**config.mk**
```make
export PLATFORM = sky130hd
export DESIGN_NAME = gpio_chg_port
export DESIGN_NICKNAME = d
export VERILOG_FILES = /design/src/rtl/gpio_chg_port.sv
export SDC_FILE = /design/constraint.sdc
export NUM_CORES = 1
export LEC_CHECK = 0
export ABC_CLOCK_PERIOD_IN_PS = 2280
export BUFFER_PORTS_ARGS = -buffer_cell sky130_fd_sc_hd__buf_4
export CORE_ASPECT_RATIO = 0.8
export CORE_UTILIZATION = 53
export DETAILED_ROUTE_END_ITERATION = 12
export PLACE_DENSITY = 0.83
export SETUP_SLACK_MARGIN = 0.02
export SKIP_CTS_REPAIR_TIMING = 1
export SLEW_MARGIN = 10
export SYNTH_ARGS = -nofsm -noshare
export SYNTH_HDL_FRONTEND = slang
export SYNTH_SLANG_ARGS = --single-unit
```
**constraint.sdc**
```tcl
create_clock -name clk -period 2.28 [get_ports clk]
set_input_delay 0.342 -clock clk [delete_from_list [all_inputs] [get_ports clk]]
set_output_delay 0.342 -clock clk [all_outputs]
set_load 0.005 [all_outputs]
```
**src/rtl/gpio_chg_port.sv**
```systemverilog
module gpio_chg_port #(
  parameter int W = 8,
  parameter int CHG_LO = 4,
  parameter logic [W-1:0] ANA_MASK = 8'h13
) (
  input  logic         clk,
  input  logic         rst_n,
  input  logic [1:0]   addr,
  input  logic         wr_en,
  input  logic         rd_en,
  input  logic [W-1:0] wdata,
  output logic [W-1:0] rdata,
  input  logic [W-1:0] pin_in,
  output logic [W-1:0] pin_oe,
  output logic [W-1:0] pin_do,
  output logic [W-1:0] pull_en,
  output logic         chg_flag,
  output logic         wake_req
);
  localparam logic [W-1:0] LOW_ONES = W'((1 << CHG_LO) - 1);
  localparam logic [W-1:0] CHG_MASK = ~LOW_ONES;

  logic [W-1:0] sync1, sync2, dir, lat, snap, pin_val;
  logic         pu_n, ana, flag, mismatch, port_acc, flag_clr;

  assign pin_val  = sync2 & ~({W{ana}} & ANA_MASK);
  assign port_acc = (rd_en || wr_en) && addr == 2'd0;
  assign flag_clr = wr_en && addr == 2'd3 && !wdata[0];
  assign mismatch = |((pin_val ^ snap) & dir & CHG_MASK);

  always_ff @(posedge clk or negedge rst_n) begin
    if (!rst_n) begin
      sync1 <= '0;
      sync2 <= '0;
    end else begin
      sync1 <= pin_in;
      sync2 <= sync1;
    end
  end

  always_ff @(posedge clk or negedge rst_n) begin
    if (!rst_n) begin
      dir  <= '1;
      lat  <= '0;
      pu_n <= 1'b1;
      ana  <= 1'b1;
    end else if (wr_en) begin
      case (addr)
        2'd0, 2'd1: lat <= wdata;
        2'd2: dir <= wdata;
        default: begin
          pu_n <= wdata[1];
          ana  <= wdata[2];
        end
      endcase
    end
  end

  always_ff @(posedge clk or negedge rst_n) begin
    if (!rst_n) begin
      snap <= '0;
      flag <= 1'b0;
    end else begin
      if (port_acc) snap <= pin_val;
      flag <= mismatch || (flag && !flag_clr);
    end
  end

  always_comb begin
    case (addr)
      2'd0: rdata = pin_val;
      2'd1: rdata = lat;
      2'd2: rdata = dir;
      default: begin
        rdata = '0;
        rdata[2:0] = {ana, pu_n, flag};
      end
    endcase
  end

  assign pin_oe   = ~dir;
  assign pin_do   = lat;
  assign pull_en  = dir & {W{~pu_n}};
  assign chg_flag = flag;
  assign wake_req = flag;
endmodule


```
==> flow_metrics.env, run 1 <==
export IMPL_post_route_drc_count=0
export IMPL_core_area_um2=2870
export IMPL_hold_ws_ns=0.00357
export IMPL_clkPwrFrac_pct=25.5
export IMPL_path_clk_slew_ns=0.07
export IMPL_hold_viol_final=0
export IMPL_antenna_found_initial=0
export IMPL_clockBufferDepth=2
export IMPL_worstPathCellList="nor2_1 > a221oi_1 > a21oi_1 > buf_4"
export IMPL_die_w_um=64.6
export IMPL_fin_total_pwr_uw=1730
export IMPL_layout_cells_most_common="buf_4"
export IMPL_std_cell_rows=17
export IMPL_root_buffer="clkbuf_8"
export IMPL_final_cell_mix="buf_4, dfrtp_1, mux2_2"
export IMPL_skew_ns=0.00553
export IMPL_tns_ns=0
export IMPL_cts_made_buffers=5
export IMPL_crit_slowest_cell="dfstp_2"
export IMPL_htreeDepth=2
export IMPL_cp_num_buf_inv=1
export IMPL_yosysWarningCount=0
export IMPL_cts_tree="built"
export IMPL_p_sw_share_pct=26.8
export IMPL_layout_min_cycle_time_ns=1.81
export IMPL_yosysSeqAreaShare_pct=59.4
export IMPL_cp_top_family="flip-flops"
export IMPL_relSlewSlack_pct=68.8
export IMPL_drv_slew=0
export IMPL_grt_pass1_wl_um=5580
export IMPL_syn_area_per_cell_um2=14.0
export IMPL_syn_cell_area_um2=1660
export IMPL_io_pins=56
export IMPL_start_util_pct=57.9
export IMPL_ys_ff_latch=39
export IMPL_switchingPower_uw=462
export IMPL_start_kind="register"
export IMPL_clkLatencyLatePin_ns=0.29
export IMPL_vias=1119
export IMPL_slowest_delay_ns=0.58
export IMPL_setup_viol=0
export IMPL_min_path_type="in -> async"
export IMPL_drt_iter0_drc=30
export IMPL_fin_nets=200
export IMPL_required_ns=1.94
export IMPL_end_kind="primary output"
export IMPL_hpwl_um=2490
export IMPL_rsz0062_at_grt="no"
export IMPL_tightest_slew_ns=0.467
export IMPL_grt_start_max_net_pins=40
export IMPL_max_cap_violations=0
export IMPL_postRouteAntennaNets=0
export IMPL_p_leak_uw=0.00107
export IMPL_clkSinkCount=39
export IMPL_status="finished, final reports clean"
export IMPL_period_share_pct=79.3
export IMPL_io_buffers=55
export IMPL_seqPwrFrac_pct=51.0
export IMPL_grt_remaining_overflow=0
export IMPL_grt_pass1_vias=1127
export IMPL_vdd_drop_max_mv=0.568
export IMPL_crit_fanout=4
export IMPL_fmax_mhz=553
export IMPL_power_density_nw_per_um2=794
export IMPL_arrival_ns=1.47
export IMPL_synthCells=119
export IMPL_pre_cts_slack_ns=0.664
export IMPL_area_delta_synth_final_pct=30.7
export IMPL_die_y_um=52.1
export IMPL_fin_ws_ns=0.472
export IMPL_dieArea_um2=3370
export IMPL_routabilityCongestion=0.760
export IMPL_synth_cell_types=23
export IMPL_layout_drive_gt1_share_pct=55.9
export IMPL_firstDrtPassIters=4
export IMPL_p_comb_share_pct=23.5
export IMPL_syn_num_nets=141
export IMPL_wire_per_inst_um=16.0
export IMPL_vias_per_cell=5.16
export IMPL_antenna_cells=0
export IMPL_wl_um=3470
export IMPL_worstSetupPathType="reg -> out"
export IMPL_grt_total_usage_pct=24.0
export IMPL_power_internal_uw=1260
cells by family after synthesis:
logic type             after synthesis  synth area share (%)
multiplexers                        30                  22.5
buffers and inverters               13                  4.74
AO/OA/AOI/OAI                       13                  5.04
XOR/XNOR                             4                  2.11
flip-flops                          39                  59.4
AND/OR/NAND/NOR                     20                  6.17
registers in the layout, summed over array words and instances, names as in the netlist:
register and flops:
ana 1, chg_flag 1, dir 8, pin_do 8
pu_n 1, snap 4, sync1 8, sync2 8
final cells by class:
cell class                      count  area, um^2
Clock inverter                      3        15.0
Multi-Input combinational cell     67         596
Inverter                            8        30.0
Fill cell                         198         698
Sequential cell                    39         988
Timing Repair Buffer               57         428
Tap cell                           38        47.5
Clock buffer                        5        68.8
layer usage:
metal / share of wire, % / wire (um) / up-vias / global-route usage [%]
li1: - / - / 525 / -
met2: 52 / 1810 / 40 / 41.6
met4: 1.9 / 66 / 0 / 13.0
met5: 0 / 0 / - / 0
met3: 4.9 / 169 / 9 / 6.80
met1: 41 / 1420 / 545 / 27.1
worst paths after layout:
kind / cells past startpoint / slack [ns] / from / to
min in group clk: 1 / 0.16 / pin_in[0] / sync1[0]
max: 4 / 0.47 / ana / rdata[0]
max in group asynchronous: 1 / 1.92 / rst_n / dir[1]
min reg2reg: 0 / 0.35 / sync1[7] / sync2[7]
max reg2reg: 3 / 1.12 / sync2[7] / chg_flag
min: 1 / 0.004 / rst_n / sync2[7]
synthesized netlist by cell type:
| library cell | n | share of area, % |
|---|---|---|
| o211ai_1 | 1 | 0.45 |
| a21oi_1 | 2 | 0.60 |
| xor2_1 | 3 | 1.6 |
| dfstp_2 | 10 | 16 |
| dfrtp_1 | 29 | 44 |
| a221oi_1 | 2 | 1.1 |
| o21ai_0 | 6 | 1.8 |
| mux2_4 | 8 | 7.2 |
| inv_1 | 8 | 1.8 |
| nor2_1 | 10 | 2.3 |
| mux2_2 | 14 | 9.5 |
| mux2i_1 | 7 | 4.2 |
| buf_6 | 3 | 2.0 |
| nand2_1 | 5 | 1.1 |
| mux4_1 | 1 | 1.6 |
| nand3_1 | 1 | 0.30 |
| o21ai_2 | 1 | 0.53 |
| xnor2_1 | 1 | 0.53 |
| nor2b_1 | 2 | 0.75 |
| and2b_2 | 1 | 0.53 |
| buf_4 | 2 | 0.90 |
| a222oi_1 | 1 | 0.60 |
| nand3b_4 | 1 | 1.2 |
stage by stage:
stage	cells	utilization, %	instance area, um^2
after floorplan	119	-	1660
after global placement	209	72.8	2090
after detailed placement	209	72.8	2090
after CTS	217	75.7	2170
after global routing	217	75.7	2170
final	217	75.7	2170
power by group through the flow:
stage                     sequential, uW  clock (uW)  combinational [uW]
final                                881         440                 405
after global routing                 893         483                 444
after CTS                            880         447                 411
after detailed placement             890           0                 409
after global placement               883           0                 396
after floorplan                      860           0                 205
Power figures use the tool's default switching activity.
==> run 2: changes to the inputs <==
--- a/config.mk
+++ b/config.mk
@@ -5,12 +5,13 @@
 export SDC_FILE = /design/constraint.sdc
 export NUM_CORES = 1
 export LEC_CHECK = 0
-export ABC_CLOCK_PERIOD_IN_PS = 2280
+export ABC_AREA = 1
+export ABC_CLOCK_PERIOD_IN_PS = 1800
 export BUFFER_PORTS_ARGS = -buffer_cell sky130_fd_sc_hd__buf_4
 export CORE_ASPECT_RATIO = 0.8
-export CORE_UTILIZATION = 53
+export CORE_UTILIZATION = 49
 export DETAILED_ROUTE_END_ITERATION = 12
-export PLACE_DENSITY = 0.83
+export PLACE_DENSITY = 0.78
 export SETUP_SLACK_MARGIN = 0.02
 export SKIP_CTS_REPAIR_TIMING = 1
 export SLEW_MARGIN = 10
==> constraint.sdc (replaced) <==
create_clock -name clk -period 1.8 [get_ports clk]
set_input_delay 0.27 -clock clk [delete_from_list [all_inputs] [get_ports clk]]
set_output_delay 0.27 -clock clk [all_outputs]
set_load 0.005 [all_outputs]
==> run 2 against run 1 <==
  * Cell area rose by 2.4%
  * Largest power group unchanged
  * Synthesized cell count rose by 52%
  * Highest routed layer unchanged
  * Critical path depth did not move
  * Largest cell class unchanged
  * Hold slack improved by 0.080 ns
  * Area after synthesis fell by 0.30%
==> flow_metrics.env, run 2 <==
export IMPL_firstDrtPassIters=4
export IMPL_syn_cell_area_um2=1660
export IMPL_routabilityCongestion=0.798
export IMPL_setup_viol=0
export IMPL_fin_nets=263
export IMPL_drv_slew=0
export IMPL_ys_ff_latch=39
export IMPL_wl_um=3620
export IMPL_cp_top_family="flip-flops"
export IMPL_area_delta_synth_final_pct=34.3
export IMPL_grt_pass1_vias=1215
export IMPL_worstPathCellList="inv_1 > nand3_1 > nand4_1 > buf_4"
export IMPL_wire_per_inst_um=12.8
export IMPL_final_cell_mix="nand2_1, buf_4, dfrtp_1"
export IMPL_start_util_pct=52.6
export IMPL_grt_start_max_net_pins=40
export IMPL_slowest_delay_ns=0.54
export IMPL_crit_slowest_cell="dfstp_2"
export IMPL_std_cell_rows=18
export IMPL_root_buffer="clkbuf_8"
export IMPL_io_buffers=55
export IMPL_layout_drive_gt1_share_pct=35.5
export IMPL_fmax_mhz=650
export IMPL_path_clk_slew_ns=0.08
export IMPL_postRouteAntennaNets=0
export IMPL_yosysWarningCount=0
export IMPL_yosysSeqAreaShare_pct=59.6
export IMPL_cts_tree="built"
export IMPL_required_ns=1.53
export IMPL_p_leak_uw=0.00115
export IMPL_yosysTopAreaCell="dfrtp_1"
export IMPL_antenna_cells=0
export IMPL_max_cap_violations=0
export IMPL_drt_iter0_drc=67
export IMPL_vias=1390
export IMPL_core_area_um2=3150
export IMPL_worstSetupPathType="reg -> out"
export IMPL_cts_made_buffers=5
export IMPL_r2r_setup_slack_ns=0.73
export IMPL_end_kind="primary output"
export IMPL_tightest_slew_ns=0.472
export IMPL_netlist_top_cells_count="nand2_1, dfrtp_1, inv_1"
export IMPL_relSlewSlack_pct=68.4
export IMPL_synth_edf_count=0
export IMPL_vias_per_cell=4.93
export IMPL_grt_remaining_overflow=0
export IMPL_fin_total_pwr_uw=2290
export IMPL_synth_cell_types=16
export IMPL_antenna_found_initial=0
export IMPL_tns_ns=0
export IMPL_layout_min_cycle_time_ns=1.54
export IMPL_rsz0062_at_grt="no"
export IMPL_power_density_nw_per_um2=1030
export IMPL_post_route_drc_count=0
export IMPL_die_y_um=54.0
export IMPL_status="finished, final reports clean"
export IMPL_period_share_pct=85.5
export IMPL_ys_top_cells_by_area="dfrtp_1, dfstp_2, nand2_1, inv_1, o21ai_2"
export IMPL_syn_num_nets=203
export IMPL_hold_viol_final=0
export IMPL_start_kind="register"
export IMPL_syn_area_per_cell_um2=9.16
export IMPL_hpwl_um=2670
export IMPL_clkSinkCount=39
export IMPL_die_w_um=67.0
export IMPL_yosys_area_top_type_share_pct=43.8
export IMPL_grt_total_usage_pct=22.8
export IMPL_crit_fanout=5
export IMPL_vdd_drop_max_mv=0.743
export IMPL_cp_num_buf_inv=2
export IMPL_synth_most_common_cell="nand2_1"
export IMPL_htreeDepth=2
export IMPL_fin_cells=282
export IMPL_grt_pass1_wl_um=5720
export IMPL_synthCells=181
export IMPL_io_pins=56
export IMPL_ys_flop_type="dfrtp_1"
export IMPL_clkLatencyLatePin_ns=0.29
export IMPL_arrival_ns=1.27
export IMPL_placed_cells=273
export IMPL_min_path_type="in -> reg"
export IMPL_dieArea_um2=3620
export IMPL_async_flop_share_pct=100
export IMPL_clockBufferDepth=2
export IMPL_skew_ns=0.00371
==> run 2: path summary, 6_finish.rpt <==
path | from | to | depth (start not counted)
min | pin_in[5] | sync1[5] | 1
max reg2reg | ana | chg_flag | 7
min reg2reg | sync1[6] | sync2[6] | 0
min in group asynchronous | rst_n | pin_do[1] | 2
max in group asynchronous | rst_n | ana | 2
max | ana | rdata[0] | 4
==> run 2: layout make-up <==
cell class                      count  area, um^2
Timing Repair Buffer               57         430
Inverter                           28         105
Sequential cell                    39         988
Multi-Input combinational cell    110         531
Fill cell                         261         927
Clock buffer                        6        82.6
Tap cell                           40        50.0
Clock inverter                      2        38.8
==> run 2: kinds of logic (layout without fill, tap and decap cells) <==
| family | count (synthesis) | after routing | share of synthesized area (%) |
|---|---|---|---|
| AOI/OAI and AO/OA | 28 | 28 | 11.2 |
| DFF | 39 | 39 | 59.6 |
| and+or+nand+nor | 82 | 82 | 20.8 |
| buffers and inverters | 32 | 93 | 8.38 |
==> run 2: per-layer routing <==
layer / vias up / global-route usage, % / part of all wire, %
li1: 687 / - / -
met3: 2 / 5.08 / 6.5
met2: 46 / 33.7 / 45
met4: 0 / 10.6 / 0.53
met5: - / 0 / 0
met1: 655 / 32.1 / 48
==> run 2: power by group <==
group	total, uW	leakage [uW]	internal (uW)	switching [uW]
combinational	455	0.000634	237	218
clock	762	0.0000618	456	306
sequential	1070	0.000449	996	76.4
total	2290	0.00115	1690	601
==> run 2: through the flow <==
| step | setup WS, ns | instance area, um^2 | hold WS (ns) | utilization [%] |
|---|---|---|---|---|
| 2_1_floorplan | 0.606 | 1660 | -0.0256 | - |
| 3_3_place_gp | 0.424 | 2090 | 0.256 | 66.4 |
| 3_5_place_dp | 0.401 | 2090 | 0.257 | 66.4 |
| 4_1_cts | 0.239 | 2220 | -0.0537 | 70.3 |
| 5_1_grt | 0.169 | 2230 | 0.0656 | 70.6 |
| 6_report | 0.261 | 2230 | 0.0835 | 70.6 |
